--- src/rtl/xcd_pkg.sv ---
package xcd_pkg;
  typedef enum logic [1:0] {
    PH_IDLE   = 2'd0,
    PH_DETECT = 2'd1,
    PH_DISCH  = 2'd2,
    PH_QUIET  = 2'd3
  } phase_t;

  localparam logic [1:0] TOP_STEP = 2'd3;

  function automatic int max4(input int a, input int b, input int c, input int d);
    int m;
    m = a;
    if (b > m) m = b;
    if (c > m) m = c;
    if (d > m) m = d;
    return m;
  endfunction
endpackage

--- src/rtl/xcd_sync_edge.sv ---
module xcd_sync_edge (
  input  logic clk,
  input  logic rst_n,
  input  logic async_i,
  output logic rise_o
);
  logic meta_q, sync_q, prev_q;

  always_ff @(posedge clk or negedge rst_n) begin
    if (!rst_n) begin
      meta_q <= 1'b0;
      sync_q <= 1'b0;
      prev_q <= 1'b0;
    end else begin
      meta_q <= async_i;
      sync_q <= meta_q;
      prev_q <= sync_q;
    end
  end

  assign rise_o = sync_q & ~prev_q;
endmodule

--- src/rtl/xcd_startup_gate.sv ---
module xcd_startup_gate (
  input  logic clk,
  input  logic rst_n,
  input  logic bias_ok_i,
  input  logic run_i,
  input  logic pin_low_i,
  output logic probe_o,
  output logic go_o,
  output logic disabled_o
);
  logic seen_q, seen_d;
  logic done_q, done_d;
  logic off_q, off_d;

  always_comb begin
    seen_d = seen_q;
    done_d = done_q;
    off_d  = off_q;
    if (!seen_q && bias_ok_i) begin
      seen_d = 1'b1;
    end
    if (seen_q && !done_q) begin
      if (pin_low_i) off_d = 1'b1;
      if (run_i) done_d = 1'b1;
    end
  end

  always_ff @(posedge clk or negedge rst_n) begin
    if (!rst_n) begin
      seen_q <= 1'b0;
      done_q <= 1'b0;
      off_q  <= 1'b0;
    end else begin
      seen_q <= seen_d;
      done_q <= done_d;
      off_q  <= off_d;
    end
  end

  assign probe_o    = seen_q & ~done_q & ~off_q;
  assign go_o       = done_q & ~off_q;
  assign disabled_o = off_q;
endmodule

--- src/rtl/xcd_phase_timer.sv ---
module xcd_phase_timer #(
  parameter int CW = 10
) (
  input  logic          clk,
  input  logic          rst_n,
  input  logic          tick_i,
  input  logic          clr_i,
  input  logic [CW-1:0] last_i,
  output logic          done_o
);
  logic [CW-1:0] cnt_q, cnt_d;

  assign done_o = tick_i & (cnt_q == last_i);

  always_comb begin
    cnt_d = cnt_q;
    if (clr_i) begin
      cnt_d = '0;
    end else if (tick_i) begin
      if (done_o) cnt_d = '0;
      else        cnt_d = cnt_q + 1'b1;
    end
  end

  always_ff @(posedge clk or negedge rst_n) begin
    if (!rst_n) cnt_q <= '0;
    else        cnt_q <= cnt_d;
  end
endmodule

--- src/rtl/xcap_discharge_seq.sv ---
module xcap_discharge_seq
  import xcd_pkg::*;
#(
  parameter int STEP_TICKS  = 12,
  parameter int LAST_TICKS  = 48,
  parameter int DISCH_TICKS = 300,
  parameter int WAIT_TICKS  = 700
) (
  input  logic       clk,
  input  logic       rst_n,
  input  logic       tick_i,
  input  logic       zc_i,
  input  logic       bias_ok_i,
  input  logic       run_i,
  input  logic       pin_low_i,
  output logic       probe_en_o,
  output logic       test_en_o,
  output logic [1:0] step_o,
  output logic       dis_en_o,
  output logic       loss_latch_o,
  output logic       disabled_o
);
  localparam int MAXT = max4(STEP_TICKS, LAST_TICKS, DISCH_TICKS, WAIT_TICKS);
  localparam int CW   = (MAXT < 2) ? 1 : $clog2(MAXT);
  localparam logic [CW-1:0] L_STEP  = CW'(STEP_TICKS - 1);
  localparam logic [CW-1:0] L_LAST  = CW'(LAST_TICKS - 1);
  localparam logic [CW-1:0] L_DISCH = CW'(DISCH_TICKS - 1);
  localparam logic [CW-1:0] L_WAIT  = CW'(WAIT_TICKS - 1);

  phase_t        phase_q, phase_d;
  logic [1:0]    step_q, step_d;
  logic          latch_q, latch_d;
  logic          restart;
  logic          zc_evt;
  logic          go;
  logic          tmr_done;
  logic [CW-1:0] limit;

  xcd_sync_edge u_sync (
    .clk     (clk),
    .rst_n   (rst_n),
    .async_i (zc_i),
    .rise_o  (zc_evt)
  );

  xcd_startup_gate u_gate (
    .clk        (clk),
    .rst_n      (rst_n),
    .bias_ok_i  (bias_ok_i),
    .run_i      (run_i),
    .pin_low_i  (pin_low_i),
    .probe_o    (probe_en_o),
    .go_o       (go),
    .disabled_o (disabled_o)
  );

  always_comb begin
    case (phase_q)
      PH_DETECT: limit = (step_q == TOP_STEP) ? L_LAST : L_STEP;
      PH_DISCH:  limit = L_DISCH;
      PH_QUIET:  limit = L_WAIT;
      default:   limit = L_STEP;
    endcase
  end

  xcd_phase_timer #(.CW(CW)) u_timer (
    .clk    (clk),
    .rst_n  (rst_n),
    .tick_i (tick_i),
    .clr_i  (restart),
    .last_i (limit),
    .done_o (tmr_done)
  );

  always_comb begin
    phase_d = phase_q;
    step_d  = step_q;
    latch_d = latch_q;
    restart = 1'b0;
    case (phase_q)
      PH_IDLE: begin
        restart = 1'b1;
        if (go) begin
          phase_d = PH_DETECT;
          step_d  = 2'd0;
        end
      end
      PH_DETECT: begin
        if (zc_evt) begin
          phase_d = PH_QUIET;
          step_d  = 2'd0;
          latch_d = 1'b0;
          restart = 1'b1;
        end else if (tmr_done) begin
          if (step_q == TOP_STEP) begin
            phase_d = PH_DISCH;
            step_d  = 2'd0;
            latch_d = 1'b1;
          end else begin
            step_d = step_q + 2'd1;
          end
        end
      end
      PH_DISCH: begin
        if (tmr_done) phase_d = PH_QUIET;
      end
      PH_QUIET: begin
        if (tmr_done) begin
          phase_d = PH_DETECT;
          step_d  = 2'd0;
        end
      end
      default: phase_d = PH_IDLE;
    endcase
  end

  always_ff @(posedge clk or negedge rst_n) begin
    if (!rst_n) begin
      phase_q <= PH_IDLE;
      step_q  <= 2'd0;
      latch_q <= 1'b0;
    end else begin
      phase_q <= phase_d;
      step_q  <= step_d;
      latch_q <= latch_d;
    end
  end

  assign test_en_o    = (phase_q == PH_DETECT);
  assign step_o       = test_en_o ? step_q : 2'd0;
  assign dis_en_o     = (phase_q == PH_DISCH);
  assign loss_latch_o = latch_q;
endmodule

--- config.mk ---
export PLATFORM = sky130hd
export DESIGN_NAME = xcap_discharge_seq
export DESIGN_NICKNAME = d
export VERILOG_FILES = /design/src/rtl/xcd_pkg.sv /design/src/rtl/xcd_sync_edge.sv /design/src/rtl/xcd_startup_gate.sv /design/src/rtl/xcd_phase_timer.sv /design/src/rtl/xcap_discharge_seq.sv
export SDC_FILE = /design/constraint.sdc
export NUM_CORES = 1
export LEC_CHECK = 0
export CAP_MARGIN = 20
export CORE_AREA = 4 4 82 46
export DETAILED_ROUTE_END_ITERATION = 10
export DIE_AREA = 0 0 86 50
export DONT_BUFFER_PORTS = 1
export PLACE_DENSITY = 0.61
export SYNTH_ARGS = -nofsm -noshare
export SYNTH_HDL_FRONTEND = slang
export SYNTH_SLANG_ARGS = --single-unit
--- constraint.sdc ---
create_clock -name clk -period 4.1 [get_ports clk]
set_input_delay 0.41 -clock clk [delete_from_list [all_inputs] [get_ports clk]]
set_output_delay 0.41 -clock clk [all_outputs]
set_load 0.02 [all_outputs]
* After elaboration in Yosys (flattened, before gate mapping) *
Cells that the tools add are included.

storage, ports and cells
  bits in registers = 21
  bits of input ports = 7
  output and inout bits = 7
  logic and storage cells = 68

cells by class
  add/subtract/negate cells = 2
  equality and inequality tests = 10
  multiplexer cells = 24
  bitwise operators = 8
  reductions and logical operators = 14

operators by type and width
  kind                     number
  $mux W10                 3
  $pmux W10 S3             1
  $mux W2                  12
  $add A10 B1 Y10 const B  1
  $eq A10 B10 Y1           1
  $pmux W2 S4              1
  $eq A2 B2 Y1 const B     3
  $mux W6                  1
  $ne A3 B1 Y1 const B     2
  $pmux W2 S3              1
  $reduce_bool A2 Y1       3
  $and A1 B1 Y1            5
  $reduce_and A5 Y1        1
  $mux W1                  4
  $ne A2 B2 Y1 const B     2
  $reduce_and A2 Y1        2
  $reduce_and A4 Y1        1
  $not A1 Y1               3
  $reduce_and A3 Y1        1
  $reduce_bool A3 Y1       1
  $add A2 B1 Y2 const B    1
  $eq A2 B1 Y1 const B     1
  $logic_and A1 B1 Y1      2
  $logic_not A1 Y1         2
  3 further kinds          3

* Depth between registers and ports, before layout *
Gate-level depths: netlist of the first run.

  depth after elaboration = 8
  mapped depth = 7
  mapped depth without buffers = 7

* Cells and area by module *
Synthesis of the first run repeated with hierarchy kept, for this count alone.

second synthesis, totals
  cell total of the unflattened synthesis = 118
  area total of the unflattened synthesis = 1315.0 µm²

by module, submodules not included
  module              instances  cells an instance  area each (µm²)  seq. area each (µm²)
  xcd_phase_timer     1          64                 644.4            250.2
  xcap_discharge_seq  1          40                 464.2            125.1
  xcd_startup_gate    1          10                 117.6            75.1
  xcd_sync_edge       1          4                  88.8             75.1

* Worst setup path before layout of the first run *
OpenSTA, ideal clock, no wires.

  path type = register -> register
  start = reg phase_q[0]
  end = reg phase_q[1]
  library setup time = 128 ps
  data arrival time = 2236 ps
  required time = 3972 ps
  path slack = 1736 ps
  cell stages (with the launch flop) = 7
  path buffers = 0
  period minus slack after synthesis = 2364 ps
  cell sequence = dfrtp_1 -> ha_1 -> or4_4 -> a2111oi_4 -> nand4_4 -> o21ai_2 -> mux2_1

between the ends
  longest elaborated chain between the ends = 6
  elaborated cells between the ends (all ways) = 14
  classes of those cells = eq/ne (9); mux (2); bitwise (1); reduce/logical (2)

RTL lines
  what                                                  RTL line                                            source
  start, declared                                       xcap_discharge_seq.sv:30                            phase_t phase_q, phase_d;
  start signal, assigned                                xcap_discharge_seq.sv:123                           phase_q <= phase_d;
  $eq A2 B2 Y1 / $eq A2 B1 Y1 (equally long branches)   xcap_discharge_seq.sv:58, xcap_discharge_seq.sv:80
  $pmux W10 S3                                          xcap_discharge_seq.sv:58                            case (phase_q)
  $eq A10 B10 Y1                                        xcd_phase_timer.sv:13                               assign done_o = tick_i & (cnt_q == last_i);
  $and A1 B1 Y1                                         xcd_phase_timer.sv:13
  $ne A3 B1 Y1 (no line), or another cell as far along  --
  $reduce_and A5 Y1 (no line)                           --

Several ways; a longest one is shown, not always the timed one.
A chain may end at the register's enable or synchronous reset.

* Final worst setup path of the first run *
Same ends and word-level chain as after synthesis.

==> reports/results.md, run 1 <==
| Parameter | Reported |
|---|---|
| Status | finished, final reports clean |
| Maximum fanout along the worst path | 10 |
| Cell count after synthesis | 117 |
| Combinational share of power | 0.390 |
| Worst Path Class, Setup | register to register |
| Switching pwr | 0.259 mW |
| Vias in the first global route | 815 |
| Clock transition at the registers of the reported paths | 0.07 ns |
| TNS Setup | 0 ns |
| Relative slew margins | 0.529 |
| Final worst-path cycle share | 0.609 |
| Core ar. | 2960 um^2 |
| Post-CTS Setup Repair Bufs | 0 |
| Layout Skew | 0.00660 ns |
| Final Power | 0.668 mW |
| Layout overhead on the synthesized area | 9.71% |
| Number of vias after detailed routing | 851 |
| Worst hold-check path type | primary input to register |
| Share of total power in sequential cells | 0.410 |
| Number of CTS-inserted buffers | 3 |
| Number of gates given a new drive strength after cts | 0 |
| Number of synthesized register bits | 21 |
| Sequential element share of the synthesized area | 0.448 |
| Per-instance average area after synthesis | 10.0 um^2 |
| Largest net degree at the start of global routing | 22 |
| Maximum buffer depth of the clock tree | 2 |
| Clock power share | 0.200 |
| Fraction of layout cells with a size suffix above 1 | 0.0902 |
| Max_cap viols | 0 |
| DPL Wire Length | 1780 um |
| Chip width | 86 um |
| Number of nets in the synthesized netlist | 131 |
| Final antenna-violating net count | 0 |
| Post-Synthesis Cell Area | 1170 um^2 |
| Ant. Diodes | 0 |
| CP endpoint kind | register |
| Core Rows | 14 |
| Internal power | 0.409 mW |
| Worst slew pin tran | 0.705 ns |
| Sum of overflow across all layers after global routing | 0 |
| Final routed wire length divided by cell count | 14.1 um |
| Per-cell via count in the routed design | 5.25 |
| Antenna violations before repair | 0 |
| Worst voltage drop across the vdd grid | 0.184 mV |
| Share of flip-flops with an asynchronous set or reset after synthesis | 1.00 |
| Sink Count | 21 |
| Initial core utilization | 0.396 |
| Global placement routability congestion | 0.779 |
| Setup repair after global routing missed its margin | no |
| Synth unique cells | 37 |
| Data arrival at the endpoint of the critical path | 2.64 ns |
| Total routing usage reported by global routing | 0.120 |
| Most frequent cells in the layout | dfrtp_1 (21), nand2_1 (11), nor2_1 (9), a21oi_1 (7), ha_1 (7) |
| Depth of the CTS H-tree | 1 |
| Worst Hold Depth | 0 |
| Port-buffer cells | 0 |
| Number of warnings printed during yosys synthesis | 0 |
| Total die area | 4300 um^2 |
| Final layout net count | 137 |
| TritonCTS clock tree | done |
| Final hold slack | 0.178 ns |
| Detailed Route Iter0 Violations | 49 |
| Clock latency at the later pin of the worst-skew pair | 0.26 ns |
| Area share of the leading cell type in the synthesized netlist | 0.448 |
| Total detailed-routing wirelength | 2280 um |
| Number of enable-type register cells in the synthesized netlist | 0 |
| Power Density | 520 nW/um^2 |
| Initial DRT Pass Iterations | 4 |
| Required time at the worst-slack endpoint | 4.24 ns |
| Global-route wire length before repair | 4000 um |
| Largest area contributor in the netlist | dfrtp_1 |
| Register-to-register setup slack | 1.60 ns |
| Critical Path Start Type | register |
| Chip height | 50 um |
| Count of pins on the block boundary | 14 |
| Setup violators final | 0 |
| Most common cell after layout, fill and taps aside | dfrtp_1 |
| Switching part of the total | 0.388 |
| Remaining routing DRC violations | 0 |
| Period minus WS final | 2.50 ns |
| Main synth FF type | dfrtp_1 |
| Leak | 0.562 nW |
| Clock root buffer | clkbuf_8 |
| Final Hold Fails | 0 |
| Top post-synthesis cells by area | dfrtp_1 (45%), ha_1 (7.5%), xor2_1 (3.7%) |
| Highest attainable clock frequency | 0.401 GHz |
| Fin. max-slew vios | 0 |
| Worst Reg2Reg Path Length in Cells | 6 |
[routing by layer]
| metal | vias to the layer above | global-route usage | share of wire |
|---|---|---|---|
| met4 | 0 | 0.0395 | 0.012 |
| li1 | 421 | - | - |
| met2 | 9 | 0.193 | 0.46 |
| met1 | 419 | 0.157 | 0.51 |
| met3 | 2 | 0.0300 | 0.021 |
| met5 | - | 0 | 0 |
[critical path: stages, from the launching register on]
cell	delay (ns)
dfrtp_1	0.41
ha_1	0.25
or4_4	0.53
a2111oi_4	0.41
nand4_4	0.22
o21ai_2	0.23
mux2_1	0.33
[timing repair]
item | 4_1_cts | 5_1_grt
endpoints found under the setup margin | 0 | 0
hold buffers | 1 | 0
hold endpoints to repair | 21 | 0
[Yosys cell counts (2+ instances only)]
library cell and n:
nand2_1 11, and2_1 2, or3_1 2, dfrtp_1 21
nor2_1 9, xor2_1 5, ha_1 7, nand4_1 4
nor3b_1 2, a21oi_1 7, o21ai_0 4, nand3_1 6
o22ai_1 2, nor3_1 2, nand3b_1 2, nand2b_1 4
xnor2_1 2, inv_1 6
[path summary, 6_finish.rpt]
path                               start                to
hold reg to reg            u_sync.meta_q     u_sync.sync_q
hold / removal                      zc_i     u_sync.meta_q
max in group asynchronous          rst_n  u_timer.cnt_q[3]
min in group asynchronous          rst_n  u_timer.cnt_q[9]
setup reg to reg              phase_q[0]        phase_q[1]
setup / recovery              phase_q[0]        phase_q[1]
[per-stage QoR]
step	util	cells	cell area [um^2]	setup slack, ns
after CTS	0.431	161	1270	1.58
after global placement	0.412	156	1220	1.65
final	0.434	162	1290	1.60
after global routing	0.434	162	1290	1.51
after floorplan	-	117	1170	1.74
after detailed placement	0.412	156	1220	1.59
[kinds of logic after synthesis]
logic type / count (synthesis) / synth area share
buffers and inverters: 7 / 0.0224
multiplexers: 2 / 0.0181
adder cells (fa/ha/maj): 7 / 0.0747
AO/OA/AOI/OAI: 20 / 0.122
XOR/XNOR: 7 / 0.0523
AND/OR/NAND/NOR: 53 / 0.263
flip-flops: 21 / 0.448
[power by group through the flow]
stage / logic, mW / clock network (mW) / registers, mW
2_1_floorplan: 0.212 / 0 / 0.268
3_3_place_gp: 0.252 / 0 / 0.276
3_5_place_dp: 0.260 / 0 / 0.278
4_1_cts: 0.264 / 0.140 / 0.274
5_1_grt: 0.294 / 0.151 / 0.280
6_report: 0.261 / 0.134 / 0.274
[state kept, by name (all words and copies together) (netlist names)]
register / count
phase_q: 2
u_sync.sync_q: 1
u_gate.seen_q: 1
step_q: 2
u_gate.disabled_o: 1
u_sync.meta_q: 1
u_sync.prev_q: 1
u_timer.cnt_q: 10
loss_latch_o: 1
u_gate.done_q: 1
[area by class of cell]
cell class	count	area, um^2
multi-input combinational	89	621
clock buffer	3	41.3
tap	40	50.0
fill	274	1670
inverter	6	22.5
sequential	21	526
clock inverter	1	5.00
timing repair buffer	2	21.3
Power figures use the tool's default switching activity.
==> inputs of run 2 (changes only) <==
ABC_AREA = 1   (was unset)
CORE_AREA = 4 4 85 47   (was 4 4 82 46)
DIE_AREA = 0 0 89 51   (was 0 0 86 50)
PLACE_DENSITY = 0.63   (was 0.61)
clock period = 2.04 ns   (was 4.1 ns; I/O delays follow)
==> run 2 against run 1 <==
  * Sequential cell count stayed put
  * Critical endpoint is now step_q[0]
  * Global-route usage is 0.17 points higher
  * Sequential share of layout area is 3.8 points lower
  * Combinational power is 93% lower
  * Maximum frequency is 33% higher
  * Largest power group unchanged
  * Sequential power is 53% higher
==> reports/results.md, run 2 <==
| Parameter | Reported |
|---|---|
| Initial DRT Pass Iterations | 5 |
| Flip-flop and latch area | 526 um^2 |
| Mux share of post-synthesis cell area | 0 |
| Most common cell after layout, fill and taps aside | nand2_1 |
| Number of CTS-inserted buffers | 3 |
| Sink Count | 21 |
| Largest area contributor in the netlist | dfrtp_1 |
| Sequential element share of the synthesized area | 0.420 |
| Per-instance average area after synthesis | 8.34 um^2 |
| Regs by FF count | u_timer.cnt_q x10, phase_q x2, step_q x2 |
| Most frequent cells after synthesis | nand2_1 (38), dfrtp_1 (21), inv_1 (20) |
| Simple-gate share of the synthesized area | 0.328 |
| Reg with most FFs | u_timer.cnt_q |
| Worst slew pin tran | 0.436 ns |
| Switching part of the total | 0.221 |
| Critical Path Start Type | register |
| Layout Skew | 0.00219 ns |
| Area share of the leading cell type in the synthesized netlist | 0.420 |
| Depth of the CTS H-tree | 1 |
| Data arrival at the endpoint of the critical path | 2.04 ns |
| Setup violators final | 0 |
| Final layout net count | 174 |
| Ant. Diodes | 0 |
| TNS Setup | 0 ns |
| Total routing usage reported by global routing | 0.122 |
| Number of enable-type register cells in the synthesized netlist | 0 |
| CP endpoint kind | register |
| Count of pins on the block boundary | 14 |
| Status | finished, final reports clean |
| Most used standard cell by instance count after synthesis | nand2_1 |
| Max_cap viols | 0 |
| Share of synthesized cell area in full adder, half adder and majority cells | 0.0700 |
| Relative slew margins | 0.708 |
| Detailed Route Iter0 Violations | 64 |
| Number of nets in the synthesized netlist | 164 |
| Clock power share | 0.393 |
| Core Rows | 15 |
| Worst hold-check path type | primary input to register |
| Fin. max-slew vios | 0 |
| Beginning of the worst register-to-register path | phase_q[0] |
| Switching pwr | 0.160 mW |
| Per-cell via count in the routed design | 4.75 |
| Worst setup path startpoint | phase_q[0] |
| Chip height | 51 um |
| Vias in the first global route | 920 |
| Cell count after synthesis | 150 |
| Top post-synthesis cells by area | dfrtp_1 (42%), nand2_1 (11%), ha_1 (7.0%) |
| Worst voltage drop across the vdd grid | 0.310 mV |
| Remaining routing DRC violations | 0 |
| Final Power | 0.723 mW |
| Worst reg2reg path endpoint | step_q[0] |
| Largest net degree at the start of global routing | 22 |
| Main synth FF type | dfrtp_1 |
| TritonCTS clock tree | done |
| Global placement routability congestion | 0.930 |
| Leak | 0.683 nW |
| Setup repair after global routing missed its margin | no |
| Flip-flop count of the largest register after layout | 10 |
| Final antenna-violating net count | 0 |
| Final routed wire length divided by cell count | 12.0 um |
| Final worst-path cycle share | 0.919 |
| Main combinational cell family by area after synthesis | simple AND/OR/NAND/NOR gates |
| Total detailed-routing wirelength | 2420 um |
| Combinational share of power | 0.026 |
| Register-to-register setup slack | 0.16 ns |
| Share of flip-flops with an asynchronous set or reset after synthesis | 1.00 |
| Cell total after placement | 193 |
| Final Hold Fails | 0 |
| Filler cells | 316 |
| Period minus WS final | 1.88 ns |
| Xor/xnor cell area share of the yosys netlist | 0.0630 |
| Global-route wire length before repair | 4240 um |
| Antenna violations before repair | 0 |
| Share of total power in sequential cells | 0.581 |
| Clock transition at the registers of the reported paths | 0.08 ns |
| Most frequent cells in the layout | nand2_1 (38), dfrtp_1 (21), inv_1 (20), nand3_1 (14), nor2_1 (12) |
| Post-synthesis compound-gate area fraction | 0.0550 |
| Post-Synthesis Cell Area | 1250 um^2 |
| Highest attainable clock frequency | 0.533 GHz |
| DPL Wire Length | 1810 um |
| Clock root buffer | clkbuf_8 |
| Number of warnings printed during yosys synthesis | 0 |
| Worst Path Class, Setup | register to register |
| Fraction of layout cells with a size suffix above 1 | 0.157 |
| Required time at the worst-slack endpoint | 2.20 ns |
| Layout overhead on the synthesized area | 13.3% |
| Power Density | 510 nW/um^2 |
| Multi-input gate area in the final layout | 658 um^2 |
| Worst setup path endpoint | step_q[0] |
| Total die area | 4540 um^2 |
| Port-buffer cells | 0 |
| Internal power | 0.563 mW |
| Number of synthesized register bits | 21 |
| Clock latency at the later pin of the worst-skew pair | 0.26 ns |
| Core ar. | 3280 um^2 |
| Synth unique cells | 25 |
| Maximum fanout along the worst path | 6 |
| Initial core utilization | 0.381 |
| Hold path startpoint | bias_ok_i |
| Final cell count without fillers | 201 |
| Maximum buffer depth of the clock tree | 2 |
| Chip width | 89 um |
| Worst Reg2Reg Path Length in Cells | 12 |
| Sum of overflow across all layers after global routing | 0 |
| Number of vias after detailed routing | 954 |
run 2: kinds of logic (layout without fill, tap and decap cells):
| logic type | Yosys count | after routing |
|---|---|---|
| fa+ha+maj | 7 | 7 |
| buf+inv | 21 | 30 |
| xor+xnor | 9 | 9 |
| flops | 21 | 21 |
| compound gates | 9 | 9 |
| simple gates | 83 | 83 |
run 2: per-layer routing:
layer	vias to the layer above	track usage	wire length, um
met2	29	0.167	959
li1	489	-	-
met4	0	0.0248	8
met1	434	0.178	1280
met5	-	0	0
met3	2	0.0483	177
run 2: worst min path at each step:
stage                             to  slack (ns)  cells after the start
floorplan               loss_latch_o       -0.09                      0
detailed placement  u_timer.cnt_q[9]       -0.09                      0
global route           u_gate.seen_q        0.03                      1
finish                 u_gate.seen_q        0.04                      1
CTS                    u_gate.seen_q        0.04                      1
global placement    u_timer.cnt_q[9]       -0.09                      0
run 2: timing repair:
item,4_1_cts,5_1_grt
hold buffers,2,0
gates resized for setup,0,3
endpoints found under the hold margin,22,0
setup endpoints to repair,0,4
setup buffers,0,1
run 2: power groups by stage:
| stage | clock (mW) | sequential, mW | combinational (mW) |
|---|---|---|---|
| after floorplan | 0 | 0.428 | 0.00420 |
| after global placement | 0 | 0.428 | 0.00492 |
| after detailed placement | 0 | 0.428 | 0.00474 |
| after CTS | 0.298 | 0.420 | 0.0162 |
| after global routing | 0.320 | 0.420 | 0.0221 |
| final | 0.284 | 0.420 | 0.0187 |
run 2: through the flow:
| stage | cell area (um^2) | hold slack (ns) | setup WS (ns) | util |
|---|---|---|---|---|
| floorplan | 1250 | -0.0916 | 0.205 | - |
| global placement | 1310 | -0.0908 | 0.221 | 0.400 |
| detailed placement | 1310 | -0.0909 | 0.198 | 0.400 |
| CTS | 1380 | 0.0354 | 0.185 | 0.421 |
| global route | 1420 | 0.0256 | 0.0179 | 0.432 |
| finish | 1420 | 0.0431 | 0.165 | 0.432 |
run 2: cell type report:
type | count | share of cell area
clock inverters | 1 | 0.00530
repair buffers | 6 | 0.0406
flip-flops and latches | 21 | 0.371
inverters | 20 | 0.0530
clock buffers | 3 | 0.0291
multi-input cells | 108 | 0.464
well taps | 42 | 0.0371
run 2: worst max-delay path: stages, from the launching register on:
cell     delay (ns)
dfrtp_1        0.40
buf_4          0.14
ha_1           0.23
nand2_2        0.10
nand2_1        0.07
nand2_1        0.06
nand2_1        0.06
nand2_2        0.08
nand3_4        0.14
a21oi_4        0.26
nand2_1        0.10
nand2_1        0.07
nand2_1        0.05
==> inputs of run 3 (changes only) <==
PLACE_DENSITY = 0.61   (was 0.63)
clock period = 2.18 ns   (was 2.04 ns; I/O delays follow)
==> run 3 against run 2 <==
  * Clock skew is 0.0015 ns higher
  * First-iteration DRC count grew 14%
  * Critical path depth unchanged
  * Non-clock buffer count is 1 lower
  * Sequential power down 6.4%
  * Worst setup slack improved by 0.14 ns
  * Routed wire length is 7.6% higher
  * Via count rose by 1.6%
  * Hold slack improved by 0.011 ns
  * Clock power decreased by 5%
  * Critical endpoint is now step_q[1]
  * Largest cell class unchanged
==> reports/results.md, run 3 (synthesized netlist as in run 2, its figures left out) <==
| Parameter | Reported |
|---|---|
| Total detailed-routing wirelength | 2600 um |
| Clock latency at the later pin of the worst-skew pair | 0.27 ns |
| Per-cell via count in the routed design | 4.85 |
| Core Rows | 15 |
| Initial core utilization | 0.381 |
| Vias in the first global route | 937 |
| Setup repair after global routing missed its margin | no |
| Fin. max-slew vios | 0 |
| Worst hold-check path type | primary input to register |
| Total routing usage reported by global routing | 0.128 |
| Chip width | 89 um |
| Chip height | 51 um |
| Status | finished, final reports clean |
| CP endpoint kind | register |
| Detailed Route Iter0 Violations | 73 |
| Number of vias after detailed routing | 969 |
| Number of CTS-inserted buffers | 3 |
| Highest attainable clock frequency | 0.533 GHz |
| Leak | 0.683 nW |
| Antenna violations before repair | 0 |
| Ant. Diodes | 0 |
| Flip-flop count of the largest register after layout | 10 |
| Data arrival at the endpoint of the critical path | 2.04 ns |
| Global-route wire length before repair | 4340 um |
| Maximum buffer depth of the clock tree | 2 |
| Port-buffer cells | 0 |
| TNS Setup | 0 ns |
| Reg with most FFs | u_timer.cnt_q |
| Worst slew pin tran | 0.447 ns |
| Global placement routability congestion | 0.834 |
| GR Util met2 | 0.190 |
| Setup violators final | 0 |
| TritonCTS clock tree | done |
| Remaining routing DRC violations | 0 |
| Total die area | 4540 um^2 |
| Final worst-path cycle share | 0.861 |
| Number of gates given a new drive strength after cts | 0 |
| Relative slew margins | 0.700 |
| Final routed wire length divided by cell count | 13.0 um |
| Final layout net count | 173 |
| Sink Count | 21 |
| Sum of overflow across all layers after global routing | 0 |
| Final antenna-violating net count | 0 |
| Global route hottest layer | met2 |
| Final hold slack | 0.0539 ns |
| Maximum fanout along the worst path | 6 |
| GRT met1 Usage | 0.170 |
| Power Density | 486 nW/um^2 |
| Standard cell area after detailed placement | 1310 um^2 |
| Required time at the worst-slack endpoint | 2.35 ns |
| Layout Skew | 0.00366 ns |
| Max_cap viols | 0 |
| Depth of the CTS H-tree | 1 |
| Final Hold Fails | 0 |
| Critical Path Start Type | register |
| Clock transition at the registers of the reported paths | 0.08 ns |
| Period minus WS final | 1.88 ns |
| DPL Wire Length | 2020 um |
| Regs by FF count | u_timer.cnt_q x10, phase_q x2, step_q x2 |
| M3 GR Usage | 0.0483 |
| Largest net degree at the start of global routing | 22 |
| Final non-filler cell area | 1410 um^2 |
| Initial DRT Pass Iterations | 4 |
| Clock root buffer | clkbuf_8 |
| Share of the core filled with cells in the final layout | 0.429 |
| Core ar. | 3280 um^2 |
| Worst Path Class, Setup | register to register |
| Most frequent cells in the layout | nand2_1 (38), dfrtp_1 (21), inv_1 (20), nand3_1 (14), nor2_1 (13) |
| Worst voltage drop across the vdd grid | 0.270 mV |
| Layout overhead on the synthesized area | 12.7% |
| Most common cell after layout, fill and taps aside | nand2_1 |
| Fraction of layout cells with a size suffix above 1 | 0.139 |
| Count of pins on the block boundary | 14 |
-- run 3: per-layer routing --
layer  vias up  wire (um)
met5         -          0
met4         0         65
met3        11        160
met2        25       1120
met1       448       1260
li1        485          -
-- run 3: final cells by class --
class,instances,area [um^2]
clock buffer,3,41.3
clock inverter,1,7.51
fill,313,1870
inverter,20,75.1
multi-input combinational,108,646
sequential,21,526
tap,42,52.6
timing repair buffer,5,62.6
-- run 3: final timing paths --
path	end	startpoint	cells after the start	slack, ns
max	step_q[1]	phase_q[0]	12	0.30
min	u_gate.seen_q	bias_ok_i	1	0.05
max reg2reg	step_q[1]	phase_q[0]	12	0.30
min reg2reg	u_sync.sync_q	u_sync.meta_q	0	0.36
max in group asynchronous	u_timer.cnt_q[1]	rst_n	2	1.53
min in group asynchronous	u_timer.cnt_q[8]	rst_n	1	0.26
-- run 3: stage by stage --
stage	worst slack (ns)	total power, mW	instances
2_1_floorplan	0.345	0.405	150
3_3_place_gp	0.382	0.406	193
3_5_place_dp	0.312	0.406	193
4_1_cts	0.301	0.687	199
5_1_grt	0.115	0.715	200
6_report	0.302	0.685	200
-- run 3: where the power goes --
part | internal, mW | switching [mW] | leakage, nW
Sequential | 0.392 | 0.00105 | 0.271
Combinational | 0.00848 | 0.0128 | 0.390
Clock | 0.129 | 0.141 | 0.0217
-- run 3: repair_timing --
| item | CTS | global route |
|---|---|---|
| hold buffers | 2 | 0 |
| buffers inserted | 0 | 0 |
| hold endpoints to repair | 22 | 0 |
-- run 3: critical path, cell delays in order, from the launching register on --
cell and delay [ns]:
dfrtp_1 0.40, inv_1 0.09, ha_1 0.26, nor2_1 0.14
nand2_1 0.08, nand2_1 0.06, nand2_1 0.06, nand2_2 0.08
nand3_4 0.13, a21oi_4 0.22, nand2_1 0.12, nand2_1 0.08
nand2_1 0.05
